===== config.mk =====
export PLATFORM = sky130hd
export DESIGN_NAME = mst_tree
export DESIGN_NICKNAME = d
export VERILOG_FILES = /design/src/rtl/mst_pkg.sv /design/src/rtl/mst_fifo.sv /design/src/rtl/mst_cell.sv /design/src/rtl/mst_tree.sv
export SDC_FILE = /design/constraint.sdc
export NUM_CORES = 2
export LEC_CHECK = 0
export BUFFER_PORTS_ARGS = -buffer_cell sky130_fd_sc_hd__buf_2
export CAP_MARGIN = 20
export CORE_MARGIN = 4
export CORE_UTILIZATION = 52
export DETAILED_ROUTE_END_ITERATION = 10
export PLACE_DENSITY = 0.68
export SETUP_SLACK_MARGIN = 0.4
export SYNTH_ARGS = -nofsm -noshare
export SYNTH_HDL_FRONTEND = slang
export SYNTH_SLANG_ARGS = --single-unit

===== constraint.sdc =====
create_clock -name clk -period 7.65 [get_ports clk]
set_clock_uncertainty 0.1 [all_clocks]
set_input_delay 1.53 -clock clk [delete_from_list [all_inputs] [get_ports clk]]
set_output_delay 1.53 -clock clk [all_outputs]
set_load 0.005 [all_outputs]

===== src/rtl/mst_pkg.sv =====
package mst_pkg;

  // Which child a merge cell forwards in the current cycle.
  typedef enum logic [1:0] {
    PICK_NONE  = 2'd0,
    PICK_LEFT  = 2'd1,
    PICK_RIGHT = 2'd2
  } pick_e;

endpackage


===== src/rtl/mst_fifo.sv =====
// Show-ahead synchronous FIFO. The caller pushes only when not full or
// when popping in the same cycle, and pops only when not empty.
module mst_fifo #(
  parameter int W     = 33,
  parameter int DEPTH = 16
) (
  input  logic         clk,
  input  logic         rst,
  input  logic         push,
  input  logic [W-1:0] din,
  input  logic         pop,
  output logic [W-1:0] dout,
  output logic         empty,
  output logic         full
);

  localparam int AW = (DEPTH > 1) ? $clog2(DEPTH) : 1;
  localparam int CW = $clog2(DEPTH + 1);

  logic [W-1:0]  mem [DEPTH];
  logic [AW-1:0] wr_ptr;
  logic [AW-1:0] rd_ptr;
  logic [CW-1:0] count;
  logic          do_pop;

  function automatic logic [AW-1:0] bump(input logic [AW-1:0] p);
    return (p == AW'(DEPTH - 1)) ? '0 : p + 1'b1;
  endfunction

  assign do_pop = pop && !empty;
  assign empty  = (count == '0);
  assign full   = (count == CW'(DEPTH));
  assign dout   = mem[rd_ptr];

  // Storage has no reset so the array maps onto RAM resources.
  always_ff @(posedge clk) begin
    if (push) mem[wr_ptr] <= din;
  end

  always_ff @(posedge clk) begin
    if (rst) begin
      wr_ptr <= '0;
      rd_ptr <= '0;
      count  <= '0;
    end else begin
      if (push)   wr_ptr <= bump(wr_ptr);
      if (do_pop) rd_ptr <= bump(rd_ptr);
      count <= count + CW'(push) - CW'(do_pop);
    end
  end

endmodule


===== src/rtl/mst_cell.sv =====
// Two-input merge cell: forwards the smaller head into its own buffer,
// tracking which child has finished its current run.
module mst_cell
  import mst_pkg::*;
#(
  parameter int KEY_W = 32,
  parameter int DEPTH = 2
) (
  input  logic             clk,
  input  logic             rst,
  input  logic             l_valid,
  input  logic [KEY_W-1:0] l_key,
  input  logic             l_last,
  output logic             l_pop,
  input  logic             r_valid,
  input  logic [KEY_W-1:0] r_key,
  input  logic             r_last,
  output logic             r_pop,
  output logic             o_valid,
  output logic [KEY_W-1:0] o_key,
  output logic             o_last,
  input  logic             o_pop
);

  localparam int EW = KEY_W + 1;

  pick_e            pick;
  logic             l_done;
  logic             r_done;
  logic             buf_full;
  logic             buf_empty;
  logic             can_push;
  logic [KEY_W-1:0] sel_key;
  logic             sel_last;
  logic [EW-1:0]    buf_head;

  // A slot freed by the parent in this cycle may be refilled at once.
  assign can_push = !buf_full || o_pop;

  always_comb begin
    pick = PICK_NONE;
    if (l_done) begin
      if (r_valid) pick = PICK_RIGHT;
    end else if (r_done) begin
      if (l_valid) pick = PICK_LEFT;
    end else if (l_valid && r_valid) begin
      pick = (l_key <= r_key) ? PICK_LEFT : PICK_RIGHT;
    end
    if (!can_push) pick = PICK_NONE;
  end

  always_comb begin
    sel_key  = l_key;
    sel_last = l_last && r_done;
    if (pick == PICK_RIGHT) begin
      sel_key  = r_key;
      sel_last = r_last && l_done;
    end
  end

  assign l_pop = (pick == PICK_LEFT);
  assign r_pop = (pick == PICK_RIGHT);

  always_ff @(posedge clk) begin
    if (rst) begin
      l_done <= 1'b0;
      r_done <= 1'b0;
    end else begin
      if (pick == PICK_LEFT && l_last) begin
        if (r_done) r_done <= 1'b0;
        else        l_done <= 1'b1;
      end
      if (pick == PICK_RIGHT && r_last) begin
        if (l_done) l_done <= 1'b0;
        else        r_done <= 1'b1;
      end
    end
  end

  mst_fifo #(
    .W    (EW),
    .DEPTH(DEPTH)
  ) u_buf (
    .clk  (clk),
    .rst  (rst),
    .push (pick != PICK_NONE),
    .din  ({sel_last, sel_key}),
    .pop  (o_pop),
    .dout (buf_head),
    .empty(buf_empty),
    .full (buf_full)
  );

  assign o_valid = !buf_empty;
  assign o_key   = buf_head[KEY_W-1:0];
  assign o_last  = buf_head[KEY_W];

endmodule


===== src/rtl/mst_tree.sv =====
// K-way merge tree. Nodes use heap numbering: node 1 is the root,
// node i has children 2i and 2i+1, nodes WAYS..2*WAYS-1 are leaf FIFOs.
module mst_tree #(
  parameter int KEY_W      = 32,
  parameter int WAYS       = 4,
  parameter int LEAF_DEPTH = 16,
  parameter int CELL_DEPTH = 2
) (
  input  logic                  clk,
  input  logic                  rst,
  input  logic [WAYS-1:0]       in_valid,
  input  logic [WAYS*KEY_W-1:0] in_key,
  input  logic [WAYS-1:0]       in_end,
  output logic [WAYS-1:0]       in_ready,
  output logic                  out_valid,
  output logic [KEY_W-1:0]      out_key,
  output logic                  out_last,
  input  logic                  out_ready
);

  localparam int NODES = 2 * WAYS;
  localparam int EW    = KEY_W + 1;

  logic             nd_valid [1:NODES-1];
  logic [KEY_W-1:0] nd_key   [1:NODES-1];
  logic             nd_last  [1:NODES-1];
  logic             nd_pop   [1:NODES-1];

  for (genvar j = 0; j < WAYS; j++) begin : g_leaf
    logic          full;
    logic          empty;
    logic [EW-1:0] head;

    assign in_ready[j] = !full;

    mst_fifo #(
      .W    (EW),
      .DEPTH(LEAF_DEPTH)
    ) u_fifo (
      .clk  (clk),
      .rst  (rst),
      .push (in_valid[j] && !full),
      .din  ({in_end[j], in_key[j*KEY_W +: KEY_W]}),
      .pop  (nd_pop[WAYS+j]),
      .dout (head),
      .empty(empty),
      .full (full)
    );

    assign nd_valid[WAYS+j] = !empty;
    assign nd_key[WAYS+j]   = head[KEY_W-1:0];
    assign nd_last[WAYS+j]  = head[KEY_W];
  end

  for (genvar i = 1; i < WAYS; i++) begin : g_cell
    mst_cell #(
      .KEY_W(KEY_W),
      .DEPTH(CELL_DEPTH)
    ) u_cell (
      .clk    (clk),
      .rst    (rst),
      .l_valid(nd_valid[2*i]),
      .l_key  (nd_key[2*i]),
      .l_last (nd_last[2*i]),
      .l_pop  (nd_pop[2*i]),
      .r_valid(nd_valid[2*i+1]),
      .r_key  (nd_key[2*i+1]),
      .r_last (nd_last[2*i+1]),
      .r_pop  (nd_pop[2*i+1]),
      .o_valid(nd_valid[i]),
      .o_key  (nd_key[i]),
      .o_last (nd_last[i]),
      .o_pop  (nd_pop[i])
    );
  end

  assign nd_pop[1]  = nd_valid[1] && out_ready;
  assign out_valid  = nd_valid[1];
  assign out_key    = nd_key[1];
  assign out_last   = nd_last[1];

endmodule


==> impl_metrics.ini <==
[status]
status = complete, no violations

[floorplan]
effective_utilization_at_floorplan_pct = 52.3
floorplan.core_area_um2 = 181000
std_cell_rows = 156
design.die.area_um2 = 188000
num_io_pins = 177
chipWidth_um = 434
die_h_um = 434

[power]
vdd_ir_drop_max_mv = 0.226
p_clk_share_pct = 30.9
netSwitchingFraction_pct = 28.5
totalPowerFinal_mw = 36.2
p_leak_nw = 33.9
switching_power_mw = 10.3
pwr_density_cell_nw_per_um2 = 339
sequentialPowerShare_pct = 45.0
power_frac_comb_pct = 24.2
internal_power_mw = 25.9

[final_layout]
commonest_cells_after_routing_fill_and_taps_aside = edfxtp_1 (2,310), mux4_2 (659), clkbuf_16 (230), buf_2 (175), inv_1 (157)
final_area_um2 = 107000
layout_commonest_cell = edfxtp_1
layout.filler_cells = 12500
layout-drive-gt1-share_pct = 31.3
growth_of_design_area_from_synthesis_to_finish_pct = 12.9
multi_input_comb_area_um2 = 22300
storage_cell_area_um2 = 71200
finish.utilization_pct = 59.0
finalNetCount = 4911

[global_routing]
grt_antenna_before_repair = 40
overall_track_demand_over_capacity_in_global_routing_pct = 23.2
grt_first_pass_wirelength_mm = 313
via_count_of_the_first_global_routing_pass = 44700
total_global_routing_overflow = 0
grt_max_degree = 68

[yosys]
postSynthAreaPerCell_um2 = 22.0
yosysWarnings = 0
ys_dominant_reg_cell = edfxtp_1
async_sr_flop_fraction_pct = 0
number_of_enable_type_register_cells_in_the_synthesized_netlist = 2310
synth_top_area_share_pct = 73.5
cell_variety_after_synth = 70
synth_largest_area_cell = edfxtp_1
ys_seq_elements = 2399
post_synthesis_instance_area_um2 = 94400
syn-num-nets = 4569
netlist_top_cells_area = edfxtp_1 (74%), mux4_2 (16%), ha_1 (1.9%), dfxtp_1 (1.9%), mux2_2 (1.1%)
synth-seq-area-share_pct = 75.4
synthCells = 4280

[sta]
setup_viol = 0
final-hold-violation-count = 0
fin_hold_ws_ns = 0.407
tns_ns = 0
drv_slew = 0
worst_pin_slew_ns = 1.15
relative_max_transition_margin_pct = 23.1
fmax_mhz = 158
period_share_pct = 82.6
finalWorstPathRequiredPeriod_ns = 6.32
rsz0062_at_grt = false

[place]
final_weighted_congestion_in_routability_driven_placement = 0.812
dpl.hpwl_mm = 127
placed_area_um2 = 99000
port_buffers = 176

[routing]
num_vias = 44300
routed_wl_mm = 216
dr.first_iter.drc_count = 5022
detail_route.first_pass.iterations = 5
post_drt_via_cell_ratio = 6.14
post-route-drc-count = 0
ant_nets = 0
avgRoutedWirePerCell_um = 30.0

[clock_network]
post_cts_buffers = 0
clk-insertion-delay-late_ns = 0.88
clock_path_buffers = 3
clock_tree_from_tritoncts = built
cts.repair.resized = 0
postCtsHoldBufs = 0
clock_tree.htree_level_count = 4
cts.clk_slew.worst_paths_ns = 0.06
numClockSinks = 2399
clk_root_buffer_cell = clkbuf_16
number_of_buffers_inserted_during_clock_tree_synthesis = 229

[worst_setup_path]
worst_setup_path_start_kind = flop
worst-path-max-fanout = 44
cp.required_ns = 8.26
critPathKind = reg -> reg
crit_path_end_kind = flop
cp.arrival_ns = 6.93

[worst_hold_path]
min_path_type = reg -> reg

[run]
cap_violations = 0
[power groups by stage]
| stage | registers (mW) | clock network [mW] | logic, mW |
|---|---|---|---|
| floorplan | 16.2 | 0 | 6.09 |
| global placement | 16.5 | 0 | 8.63 |
| detailed placement | 16.6 | 0 | 8.78 |
| CTS | 16.3 | 11.4 | 8.82 |
| global route | 16.4 | 12.0 | 9.41 |
| finish | 16.3 | 11.2 | 8.74 |
[layout make-up]
type	count	area share (%)
timing repair buffer	308	1.92
multi-input combinational	1526	20.9
antenna	18	0.0423
clock inverter	157	1.41
clock buffer	275	5.59
inverter	158	0.557
tap	2370	2.78
sequential	2399	66.8
[sequential cells by signal, indices dropped and copies added, names as in the netlist, named ones only]
register / flops
g_cell.u_cell.u_buf.rd_ptr: 3
g_cell.u_cell.r_done: 3
g_cell.u_cell.u_buf.count: 6
g_cell.u_cell.l_done: 3
g_cell.u_cell.u_buf.wr_ptr: 3
g_cell.u_cell.u_buf.mem: 198
g_leaf.u_fifo.rd_ptr: 16
g_leaf.u_fifo.count: 20
g_leaf.u_fifo.mem: 2112
g_leaf.u_fifo.wr_ptr: 16
[Yosys cell counts, types with 4 or more instances]
cell type  count
a22oi_1        4
a21oi_1       63
a32o_1         4
buf_2          8
xnor2_1       15
mux2_2        96
a31o_2         4
and4_1         4
nand2b_1       9
fa_1           4
or3_1          7
nand3_1       18
nor4_1         8
xor2_1        21
buf_6          4
inv_1        157
a21o_1        13
o211ai_1       4
a31oi_1        7
edfxtp_1    2310
nor2b_1       15
ha_1         146
or2_2          4
and2_1        15
dfxtp_1       89
nand2_1       63
nor2_1       107
nor3_1        30
buf_4          6
clkbuf_1     117
o31ai_1        4
o21ai_0       31
buf_1         61
mux4_2       659
mux2i_1      104
nand4_1       18
a211oi_1       4
[worst paths after layout]
check | startpoint | cells past startpoint | slack [ns] | to
worst min register to register | g_leaf[0].u_fifo.rd_ptr[1]$_SDFFE_PP0N_ | 2 | 0.41 | flop
worst max-delay path | flop | 21 | 1.33 | g_leaf[2].u_fifo.count[4]$_SDFF_PP0_
worst max register to register | flop | 21 | 1.33 | g_leaf[2].u_fifo.count[4]$_SDFF_PP0_
worst min-delay path | g_leaf[0].u_fifo.rd_ptr[1]$_SDFFE_PP0N_ | 2 | 0.41 | flop
[stage by stage]
stage / cells / setup slack, ns
global route: 7196 / 0.852
finish: 7211 / 1.33
global placement: 6758 / 1.30
detailed placement: 6759 / 1.31
CTS: 7191 / 1.31
floorplan: 4280 / 1.75
[logic make-up after synthesis]
| group | synth area share (%) |
|---|---|
| compound gates | 1.17 |
| xor+xnor | 0.334 |
| fa+ha+maj | 2.02 |
| buf+inv | 1.48 |
| flops | 75.4 |
| mux | 18.0 |
| simple gates | 1.61 |
[critical path, stage by stage (launching register included)]
cell	delay [ns]
dfxtp_4	0.78
buf_4	0.41
buf_4	0.35
mux4_2	0.36
mux4_2	0.56
ha_1	0.35
nand4_1	0.12
nor4_1	0.38
nand3_1	0.15
or3_2	0.42
o311a_1	0.15
a211oi_2	0.53
ha_1	0.34
inv_1	0.05
ha_1	0.15
inv_1	0.06
fa_1	0.42
inv_1	0.07
a21oi_1	0.06
nor2_1	0.11
or3_1	0.12
a21oi_1	0.05
[routing by layer]
| layer | vias up | part of all wire (%) | track usage [%] | routed length (um) |
|---|---|---|---|---|
| met3 | 358 | 7.4 | 4.01 | 15900 |
| met5 | - | 0.038 | 0 | 82 |
| met2 | 1686 | 49 | 37.1 | 106000 |
| li1 | 18600 | - | - | - |
| met4 | 12 | 3.7 | 8.29 | 7930 |
| met1 | 23700 | 40 | 32.7 | 86500 |
Note: power is estimated with default switching activity, not from simulation.
